File: src/rtl/acc_seq_pkg.sv
// Package: shared types for the accumulator sequencer.
// Holds the sequencer states, the opcode values, the ALU selections
// and the bundle of register-load strobes the controller sends to the datapath.
package acc_seq_pkg;

    localparam int OP_W = 4;

    localparam logic [OP_W-1:0] OPC_HALT  = 4'd0;
    localparam logic [OP_W-1:0] OPC_LOAD  = 4'd1;
    localparam logic [OP_W-1:0] OPC_STORE = 4'd2;
    localparam logic [OP_W-1:0] OPC_ADD   = 4'd3;
    localparam logic [OP_W-1:0] OPC_SUB   = 4'd4;
    localparam logic [OP_W-1:0] OPC_JUMP  = 4'd5;

    typedef enum logic [3:0] {
        ST_FADDR,
        ST_FREAD,
        ST_FLOAD,
        ST_DECODE,
        ST_OPREAD,
        ST_EXEC,
        ST_OPWRITE,
        ST_CHKIRQ,
        ST_HALT
    } seq_state_e;

    typedef enum logic [1:0] {
        ALU_PASS,
        ALU_ADD,
        ALU_SUB
    } alu_op_e;

    typedef struct packed {
        logic mar_from_pc;
        logic mar_from_fld;
        logic mbr_from_mem;
        logic mbr_from_acc;
        logic cir_load;
        logic pc_inc;
        logic pc_from_fld;
        logic acc_load;
        logic irq_take;
    } seq_ctrl_t;

endpackage

File: src/rtl/acc_seq_alu.sv
// Module: acc_seq_alu
// Combinational accumulator ALU. It passes the operand through, adds it
// or subtracts it, and the result wraps modulo 2^DATA_W.
// Assumes the select is steady while the accumulator loads.
module acc_seq_alu
    import acc_seq_pkg::*;
#(
    parameter int DATA_W = 16
) (
    input  alu_op_e           sel,
    input  logic [DATA_W-1:0] acc,
    input  logic [DATA_W-1:0] opnd,
    output logic [DATA_W-1:0] res
);

    // Pick the arithmetic result for the selected operation.
    always_comb begin
        case (sel)
            ALU_ADD: res = acc + opnd;
            ALU_SUB: res = acc - opnd;
            default: res = opnd;
        endcase
    end

endmodule

File: src/rtl/acc_seq_ctrl.sv
// Module: acc_seq_ctrl
// Multi-cycle state machine for the fetch, decode, operand and execute
// steps. It sends one-cycle load strobes to the datapath registers and
// holds the memory strobes until ready. The interrupt is looked at only in
// the end-of-instruction state. Assumes the opcode input comes from the
// instruction register and is valid from the decode state on.
module acc_seq_ctrl
    import acc_seq_pkg::*;
(
    input  logic            clk,
    input  logic            rst_n,
    input  logic [OP_W-1:0] opcode,
    input  logic            mem_rdy,
    input  logic            irq_pend,
    output seq_ctrl_t       ctl,
    output logic            mem_rd,
    output logic            mem_wr,
    output logic            halted
);

    seq_state_e state, state_nx;

    // State register with synchronous reset to the start of a fetch.
    always_ff @(posedge clk) begin
        if (!rst_n) state <= ST_FADDR;
        else        state <= state_nx;
    end

    // Next state and register-transfer strobes for the current step.
    always_comb begin
        state_nx = state;
        ctl      = '0;
        mem_rd   = 1'b0;
        mem_wr   = 1'b0;
        case (state)
            ST_FADDR: begin
                ctl.mar_from_pc = 1'b1;
                state_nx        = ST_FREAD;
            end
            ST_FREAD: begin
                mem_rd = 1'b1;
                if (mem_rdy) begin
                    ctl.mbr_from_mem = 1'b1;
                    state_nx         = ST_FLOAD;
                end
            end
            ST_FLOAD: begin
                ctl.cir_load = 1'b1;
                ctl.pc_inc   = 1'b1;
                state_nx     = ST_DECODE;
            end
            ST_DECODE: begin
                ctl.mar_from_fld = 1'b1;
                case (opcode)
                    OPC_HALT:                   state_nx = ST_HALT;
                    OPC_LOAD, OPC_ADD, OPC_SUB: state_nx = ST_OPREAD;
                    OPC_STORE: begin
                        ctl.mbr_from_acc = 1'b1;
                        state_nx         = ST_OPWRITE;
                    end
                    OPC_JUMP: begin
                        ctl.pc_from_fld = 1'b1;
                        state_nx        = ST_CHKIRQ;
                    end
                    default:                    state_nx = ST_CHKIRQ;
                endcase
            end
            ST_OPREAD: begin
                mem_rd = 1'b1;
                if (mem_rdy) begin
                    ctl.mbr_from_mem = 1'b1;
                    state_nx         = ST_EXEC;
                end
            end
            ST_EXEC: begin
                ctl.acc_load = 1'b1;
                state_nx     = ST_CHKIRQ;
            end
            ST_OPWRITE: begin
                mem_wr = 1'b1;
                if (mem_rdy) state_nx = ST_CHKIRQ;
            end
            ST_CHKIRQ: begin
                ctl.irq_take = irq_pend;
                state_nx     = ST_FADDR;
            end
            ST_HALT:  state_nx = ST_HALT;
            default:  state_nx = ST_FADDR;
        endcase
    end

    assign halted = (state == ST_HALT);

    AST_HALT_PARK: assert property (@(posedge clk) disable iff (!rst_n)
        (state == ST_HALT) |=> (halted && !mem_rd && !mem_wr));

    AST_EXEC_AFTER_READ: assert property (@(posedge clk) disable iff (!rst_n)
        (state == ST_EXEC) |-> ($past(mem_rd) && $past(mem_rdy)));

endmodule

File: src/rtl/acc_seq_core.sv
// Module: acc_seq_core
// Top of the accumulator sequencer. It holds the named registers (program
// counter, memory address, memory buffer, current instruction, accumulator,
// saved counter) and the interrupt pending flag, and wires them to the
// controller and the ALU. Assumes one memory that answers each held strobe
// with a single-cycle ready pulse, with read data valid in that cycle.
module acc_seq_core
    import acc_seq_pkg::*;
#(
    parameter int                 ADDR_W = 12,
    parameter int                 DATA_W = 16,
    parameter logic [ADDR_W-1:0]  VECTOR = 'h010
) (
    input  logic              clk,
    input  logic              rst_n,
    input  logic              irq,
    input  logic [DATA_W-1:0] mem_rdata,
    input  logic              mem_rdy,
    output logic [ADDR_W-1:0] mem_addr,
    output logic              mem_rd,
    output logic              mem_wr,
    output logic [DATA_W-1:0] mem_wdata,
    output logic              halted,
    output logic [DATA_W-1:0] acc_out,
    output logic [ADDR_W-1:0] epc_out
);

    localparam int               OP_LSB = DATA_W - OP_W;
    localparam logic [ADDR_W-1:0] PC_ONE = ADDR_W'(1);

    logic [ADDR_W-1:0] pc_q, mar_q, epc_q;
    logic [DATA_W-1:0] mbr_q, cir_q, acc_q, alu_res;
    logic              pend_q;
    logic [OP_W-1:0]   opcode;
    logic [ADDR_W-1:0] field;
    alu_op_e           alu_sel;
    seq_ctrl_t         ctl;

    assign opcode = cir_q[DATA_W-1:OP_LSB];
    assign field  = cir_q[ADDR_W-1:0];

    acc_seq_ctrl u_ctrl (
        .clk      (clk),
        .rst_n    (rst_n),
        .opcode   (opcode),
        .mem_rdy  (mem_rdy),
        .irq_pend (pend_q),
        .ctl      (ctl),
        .mem_rd   (mem_rd),
        .mem_wr   (mem_wr),
        .halted   (halted)
    );

    // Map the held opcode to an ALU operation.
    always_comb begin
        case (opcode)
            OPC_ADD: alu_sel = ALU_ADD;
            OPC_SUB: alu_sel = ALU_SUB;
            default: alu_sel = ALU_PASS;
        endcase
    end

    acc_seq_alu #(.DATA_W(DATA_W)) u_alu (
        .sel  (alu_sel),
        .acc  (acc_q),
        .opnd (mbr_q),
        .res  (alu_res)
    );

    // Program counter: go to the vector, the jump target, or advance by one.
    always_ff @(posedge clk) begin
        if (!rst_n)               pc_q <= '0;
        else if (ctl.irq_take)    pc_q <= VECTOR;
        else if (ctl.pc_from_fld) pc_q <= field;
        else if (ctl.pc_inc)      pc_q <= pc_q + PC_ONE;
    end

    // Memory address register: loaded from the counter or the address field.
    always_ff @(posedge clk) begin
        if (!rst_n)                mar_q <= '0;
        else if (ctl.mar_from_pc)  mar_q <= pc_q;
        else if (ctl.mar_from_fld) mar_q <= field;
    end

    // Memory buffer register: takes read data, or the accumulator for a store.
    always_ff @(posedge clk) begin
        if (!rst_n)                mbr_q <= '0;
        else if (ctl.mbr_from_mem) mbr_q <= mem_rdata;
        else if (ctl.mbr_from_acc) mbr_q <= acc_q;
    end

    // Instruction and accumulator registers.
    always_ff @(posedge clk) begin
        if (!rst_n) begin
            cir_q <= '0;
            acc_q <= '0;
        end else begin
            if (ctl.cir_load) cir_q <= mbr_q;
            if (ctl.acc_load) acc_q <= alu_res;
        end
    end

    // Interrupt bookkeeping: a new request beats the clear; save the counter on a take.
    always_ff @(posedge clk) begin
        if (!rst_n) begin
            pend_q <= 1'b0;
            epc_q  <= '0;
        end else begin
            pend_q <= (pend_q && !ctl.irq_take) || irq;
            if (ctl.irq_take) epc_q <= pc_q;
        end
    end

    assign mem_addr  = mar_q;
    assign mem_wdata = mbr_q;
    assign acc_out   = acc_q;
    assign epc_out   = epc_q;

    AST_RW_EXCL: assert property (@(posedge clk) disable iff (!rst_n)
        !(mem_rd && mem_wr));

    AST_RD_STALL: assert property (@(posedge clk) disable iff (!rst_n)
        (mem_rd && !mem_rdy) |=> (mem_rd && $stable(mem_addr)));

    AST_WR_STALL: assert property (@(posedge clk) disable iff (!rst_n)
        (mem_wr && !mem_rdy) |=> (mem_wr && $stable(mem_addr) && $stable(mem_wdata)));

    AST_PC_STEP: assert property (@(posedge clk) disable iff (!rst_n)
        ctl.pc_inc |=> (pc_q == $past(pc_q) + PC_ONE));

    AST_JUMP_TARGET: assert property (@(posedge clk) disable iff (!rst_n)
        ctl.pc_from_fld |=> (pc_q == $past(field)));

    AST_IRQ_VECTOR: assert property (@(posedge clk) disable iff (!rst_n)
        ctl.irq_take |=> (pc_q == VECTOR && epc_q == $past(pc_q)));

    AST_IRQ_KEEP: assert property (@(posedge clk) disable iff (!rst_n)
        (ctl.irq_take && irq) |=> pend_q);

endmodule

File: config.mk
export PLATFORM = sky130hd
export DESIGN_NAME = acc_seq_core
export DESIGN_NICKNAME = d
export VERILOG_FILES = /design/src/rtl/acc_seq_pkg.sv /design/src/rtl/acc_seq_alu.sv /design/src/rtl/acc_seq_ctrl.sv /design/src/rtl/acc_seq_core.sv
export SDC_FILE = /design/constraint.sdc
export NUM_CORES = 1
export LEC_CHECK = 0
export ABC_AREA = 1
export BUFFER_PORTS_ARGS = -buffer_cell sky130_fd_sc_hd__buf_2
export CAP_MARGIN = 20
export CORE_UTILIZATION = 50
export DETAILED_ROUTE_END_ITERATION = 16
export PLACE_DENSITY = 0.75
export SLEW_MARGIN = 20
export SYNTH_ARGS = -nofsm -noshare
export SYNTH_HDL_FRONTEND = slang
export SYNTH_SLANG_ARGS = --single-unit
File: constraint.sdc
create_clock -name clk -period 2.7 [get_ports clk]
set_clock_uncertainty 0.15 [all_clocks]
set_input_delay 0.135 -clock clk [delete_from_list [all_inputs] [get_ports clk]]
set_output_delay 0.135 -clock clk [all_outputs]
set_load 0.05 [all_outputs]
==> summary.txt, run 1 <==
Outcome
  • Run status: finished, violations left
  • Violated checks: setup timing

Cells and area
  • Filler Cell Count: 820
  • Area Growth Syn to Fin: 32.78%
  • Commonest non-fill, non-tap cell in the layout: nand2_1
  • Fin nets: approximately 940
  • Layout cells sized above 1: 0.2683
  • Area of the multi-input gates: ~0.0030 sq mm
  • Register area: between 0.0015 and 0.002 sq mm
  • Final cell count without fillers: just over 1000
  • Final core area utilization: 0.6845
  • Most frequent cells in the layout: 164 x nand2_1, 87 x a21oi_1, 82 x dfxtp_1
  • Antenna fix cells: 0

Drt
  • Vias/cell: 5.569
  • ANT nets after route: 0
  • Drc violations: 0
  • Wirelength, routed: about 16000 microns
  • 1st-pass router iterations: 5
  • Iteration-0 DRC Markers: between 400 and 500
  • DR WL/cell: between 15 and 20 microns
  • Total number of vias: between 5000 and 6000

Power
  • Static leakage: between 3 and 4 nW
  • Power, Total: ~0.0054 W
  • PwrDens: between 800 and 900 mW/mm^2
  • Peak supply drop: 0.5499 mV

Setup path
  • Critical path fanouts, max: 5
  • Type of origin of the critical path: register
  • Worst Path Required: about 2.9 ns
  • Crit path DAT: 2.94 ns
  • Worst setup EP type: register
  • Setup Crit Path Kind: reg -> reg

STA
  • Final hold violation count: 0
  • Fin crit period: approximately 2.8 ns
  • Max-slew headroom: 0.4981
  • Max frequency: 359.6 MHz
  • Slew Viols, Final: 0
  • Period utilization: 1.030
  • Final WS setup: -0.08078 ns
  • RSZ-0062 raised after global routing: true
  • Final setup fails: 7
  • Worst slew pin tran: 0.7501 ns

Yosys
  • #FFs+latches synth: 89
  • Yosys cell types: 40
  • Synth Area in XOR/XNOR: 0.03492
  • Ys async rst share: 0
  • Synth Net Count: 780
  • YS warnings: 0
  • Post-synth EDFFs: 0
  • Avg Cell Area, Syn: 6.769 sq um
  • Cell area after synthesis: between 0.005 and 0.006 sq mm
  • Main combinational cell family by area after synthesis: simple AND/OR/NAND/NOR gates
  • Multiplexer share of the synthesized area: 0
  • Most used flip-flop cell after synthesis: dfxtp_1
  • Synth Area in Adders: 0.04889
  • Post-synthesis compound-gate area fraction: 0.2113
  • Synth Instances: 741
  • Register area share after synthesis: 0.3552
  • Simple-Gate Fraction of Synth Area: 0.2554

Die
  • I/O Pins: between 70 and 80
  • Row cnt: 36
  • Die W: 102.2 microns
  • Total die area: about 0.010 sq mm
  • Die height: roughly 100 microns
  • Initial core utilization: 0.5156
  • Core Footprint: 0.009729 sq mm

Global routing
  • Antenna violations before repair: 0
  • Vias in the first global route: approximately 5500
  • Pin count of the biggest net entering global routing: 31
  • All-Layer GR Usage: 0.3214
  • Total grt overflow: 0
  • First-pass GRT wire length: 26000 microns

Placed design
  • DP HPWL: roughly 11000 microns
  • IO buf count: 78
  • Post-placement cell count: about 990
  • Routability cong.: 1.008

Clock network
  • Clk slew on worst S/H paths: about 0.1 ns
  • Clk_lat worst skew: approximately 0.38 ns
  • Num CTS Buffers: 9
  • CTS Buffer Depth: 2
  • CTS tree: done
  • Clock sinks: slightly below 90
  • Clock root cell: clkbuf_8
  • H-tree depth: 3

Worst hold path
  • Worst Hold Class: in -> reg

Run
  • Max cap viols: 0
## stage by stage
| stage | TNS, ns | hold WS [ns] | setup slack, ns | area, sq um |
|---|---|---|---|---|
| floorplan | 0 | 0.1190 | 0.01001 | 5024 |
| global placement | -1.364 | 0.2278 | -0.2438 | 5958 |
| detailed placement | -2.957 | 0.2353 | -0.3639 | 5958 |
| CTS | 0 | 0.08659 | 0.007493 | 6484 |
| global route | -2.542 | 0.09723 | -0.2794 | 6660 |
| finish | -0.3227 | 0.09447 | -0.08078 | 6660 |
## repair_timing
| item | in CTS | in global routing |
|---|---|---|
| gates cloned | 1 | 0 |
| setup endpoints to repair | 12 | 13 |
| hold buffers | 18 | 0 |
| resized for setup | 28 | 41 |
| endpoints found under the hold margin | 19 | 0 |
| setup buffers | 3 | 5 |
| pin swaps | 9 | 19 |
## cell usage after synthesis (2+ instances only)
library cell	n	area share
o21a_1	2	0.0030
or2_2	2	0.0025
nor2_1	58	0.043
nor2_8	2	0.0080
nand2_1	176	0.13
nand3_1	37	0.037
buf_2	6	0.0060
a221oi_1	4	0.0070
a21oi_1	93	0.093
dfxtp_1	89	0.36
o21ai_0	53	0.053
buf_4	2	0.0030
a31oi_1	20	0.025
o221ai_1	2	0.0035
ha_1	18	0.045
nor2_4	2	0.0045
nor3_1	9	0.0090
xor2_1	16	0.028
inv_1	84	0.063
nand4_1	10	0.012
xnor2_1	4	0.0070
o22ai_1	12	0.015
nor2_2	2	0.0025
inv_2	5	0.0037
clkbuf_1	18	0.013
## path summary, 6_finish.rpt
kind / start / endpoint / slack, ns / cells after the start
max: cir_q[13] / acc_out[13] / -0.08 / 18
min: rst_n / pc_q[4] / 0.09 / 3
max reg2reg: cir_q[13] / acc_out[13] / -0.08 / 18
min reg2reg: epc_out[3] / epc_out[3] / 0.32 / 2
## flip-flops by register name (all words and copies together) (netlist names)
signal and count:
acc_out 16, cir_q 16, epc_out 12, mem_addr 12
mem_wdata 16, pc_q 12, pend_q 1, u_ctrl.state 4
## where the power goes
group | leakage, nW | internal (W) | switching, W
registers | 0.724 | 0.00142 | 0.0000990
logic | 2.23 | 0.00120 | 0.00174
clock network | 0.102 | 0.000441 | 0.000539
## final cells by class
| type | instances | area share |
|---|---|---|
| Clock inverter | 6 | 0.01052 |
| Multi-Input combinational cell | 533 | 0.4516 |
| Inverter | 91 | 0.05204 |
| Timing Repair Buffer | 172 | 0.1713 |
| Sequential cell | 89 | 0.2692 |
| Tap cell | 133 | 0.02499 |
| Clock buffer | 10 | 0.01916 |
| Timing Repair inverter | 1 | 0.001127 |
## critical path: stages, from the launching register on
cell,delay [ns]
dfxtp_4,0.36
inv_2,0.06
nand4_1,0.13
inv_2,0.09
ha_4,0.17
clkinvlp_4,0.18
o21ai_4,0.12
o21ai_2,0.08
xor2_1,0.15
ha_1,0.36
buf_4,0.13
nand3_1,0.11
nor2_1,0.17
nor2_1,0.07
nand2_1,0.07
nand2_1,0.04
nand3_1,0.06
nand2_1,0.07
a21oi_1,0.14
## kinds of logic (layout without fill, tap and decap cells)
group,Yosys count,after routing
buffers and inverters,119,280
and+or+nand+nor,301,301
adders and majority gates,19,19
AOI/OAI and AO/OA,193,193
DFF,89,89
xor gates and xnor gates,20,20
## routing by layer
| metal | GRT usage | part of all wire | vias up |
|---|---|---|---|
| met3 | 0.05609 | 0.076 | 57 |
| met1 | 0.3838 | 0.40 | 2615 |
| li1 | - | - | 2770 |
| met5 | 0 | 0 | - |
| met2 | 0.5638 | 0.49 | 322 |
| met4 | 0.1429 | 0.033 | 0 |
No activity file was read; power rests on OpenSTA's default activity.
==> run 2, diff against run 1 <==
Settings changed: PLACE_DENSITY 0.75 to 0.72.
Clock period 2.7 ns to 2.65 ns, I/O delays scaled along.
==> run 2 against run 1 <==
The run still ends with setup timing left. Setup slack lost 0.044 ns. Via count down 3.9%. Combinational power is 1% higher. Non-clock buffer count fell by 14. Design area fell by 0.38%. Highest routed layer unchanged.
==> summary.txt, run 2 (synthesis results as in run 1) <==
Cells and area
  • Fin nets: around 900
  • Area of the multi-input gates: 0.003077 sq mm
  • Antenna fix cells: 0
  • Most frequent cells in the layout: 163 x nand2_1, 81 x dfxtp_1, 80 x a21oi_1
  • Filler Cell Count: between 800 and 900
  • Commonest non-fill, non-tap cell in the layout: nand2_1
  • Register area: between 0.0015 and 0.002 sq mm
  • Area Growth Syn to Fin: 32.28%
  • Final cell count without fillers: about 1000
  • Layout cells sized above 1: 0.2804

Power
  • Static leakage: roughly 3 nW
  • Peak supply drop: 0.5087 mV
  • PwrDens: approximately 830 mW/mm^2
  • Power, Total: between 0.005 and 0.006 W

STA
  • Worst slew pin tran: approximately 0.77 ns
  • Final setup fails: 7
  • Period utilization: 1.047
  • Max frequency: roughly 360 MHz
  • Final hold slack: 0.07770 ns
  • Slew Viols, Final: 0
  • Max-slew headroom: 0.4817
  • Final WS setup: -0.1243 ns
  • Final hold violation count: 0
  • Fin crit period: roughly 2.8 ns
  • RSZ-0062 raised after global routing: true

Outcome
  • Run status: finished, violations left
  • Violated checks: setup timing

Clock network
  • CTS tree: done
  • Clk slew on worst S/H paths: ~0.09 ns
  • Clock sinks: 89
  • CTS Buffer Depth: 2
  • Clk_lat worst skew: 0.37 ns
  • H-tree depth: 3
  • Num CTS Buffers: 9
  • Clock root cell: clkbuf_8

Drt
  • Iteration-0 DRC Markers: approximately 330
  • 1st-pass router iterations: 9
  • Wirelength, routed: between 15000 and 20000 microns
  • Vias/cell: between 5 and 6
  • DR WL/cell: about 15 microns
  • ANT nets after route: 0
  • Drc violations: 0
  • Total number of vias: 5542

Global routing
  • Antenna violations before repair: 0
  • Pin count of the biggest net entering global routing: 30
  • Vias in the first global route: approximately 5200
  • All-Layer GR Usage: 0.3022
  • First-pass GRT wire length: 24540 microns
  • Total grt overflow: 0

Placed design
  • IO buf count: between 70 and 80
  • Post-placement cell count: between 900 and 1000
  • Routability cong.: a little under 1
  • Post-place setup slack: -0.2167 ns
  • DP HPWL: ~11000 microns

Setup path
  • Critical path fanouts, max: 6
  • Worst Path Required: approximately 2.8 ns
  • Crit path DAT: around 2.9 ns
  • Setup Crit Path Kind: reg -> reg
  • Type of origin of the critical path: register
  • Worst setup EP type: register

Die
  • I/O Pins: a little under 80
  • Die W: between 100 and 150 microns
  • Initial core utilization: 0.5156
  • Row cnt: 36
  • Total die area: 0.01044 sq mm
  • Die height: ~100 microns
  • Core Footprint: between 0.009 and 0.01 sq mm

Run
  • Max cap viols: 0

Worst hold path
  • Worst Hold Class: in -> reg
-- run 2: changes by cell type in the layout (fill, tap and decap cells not counted), sizes merged --
cell      before  now
buf          154  140
inv           94   92
clkbuf        10    9
clkinvlp       1    3
clkinv         2    3
-- run 2: routing by layer --
metal  track usage  up-vias  share of wire
met5             0        -              0
met4        0.1198        0          0.022
met3       0.03762       33          0.055
met2        0.5348      197           0.50
met1        0.3719     2565           0.42
li1              -     2747              -
-- run 2: cell type report --
class                           count  area share
Clock buffer                        9     0.01867
Clock inverter                      7     0.01150
Inverter                           91     0.05261
Multi-Input combinational cell    533      0.4637
Sequential cell                    89      0.2700
Tap cell                          133     0.02508
Timing Repair Buffer              158      0.1573
Timing Repair inverter              1    0.001131
-- run 2: worst paths after layout --
check / start / slack (ns) / to / cells past startpoint
max: cir_q[12] / -0.12 / acc_out[13] / 19
min: rst_n / 0.08 / pc_q[4] / 3
max reg2reg: cir_q[12] / -0.12 / acc_out[13] / 19
min reg2reg: epc_out[3] / 0.33 / epc_out[3] / 2
-- run 2: repair_timing --
item | in CTS | in global routing
resized for setup | 30 | 54
setup buffers | 6 | 3
hold endpoints to repair | 19 | 0
hold buffers | 18 | 0
setup endpoints to repair | 12 | 13
pin swaps | 14 | 33
cloned | 1 | 0
-- run 2: report_power, final --
| group | switching, W | internal (W) |
|---|---|---|
| sequential | 0.0000942 | 0.00145 |
| combinational | 0.00178 | 0.00121 |
| clock | 0.000536 | 0.000443 |
-- run 2: critical path, cell delays in order, from the launching register on --
cell        delay, ns
dfxtp_2          0.35
inv_2            0.06
nand4_1          0.14
inv_2            0.11
ha_4             0.18
clkinvlp_4       0.17
o31ai_2          0.11
xnor2_1          0.18
inv_1            0.11
ha_4             0.24
nand2_1          0.06
nand2_1          0.09
a21oi_2          0.18
nor2_1           0.06
nor2_1           0.14
nand2_1          0.07
nand2_1          0.05
nand3_1          0.07
nand2_1          0.10
a21oi_1          0.06
-- run 2: per-stage QoR --
| stage | utilization | cell area, sq um | TNS (ns) |
|---|---|---|---|
| after floorplan | - | 5039 | 0 |
| after global placement | 0.6031 | 5868 | -0.7424 |
| after detailed placement | 0.6031 | 5868 | -1.528 |
| after CTS | 0.6613 | 6434 | -0.01968 |
| after global routing | 0.6820 | 6635 | -2.204 |
| final | 0.6820 | 6635 | -0.4942 |
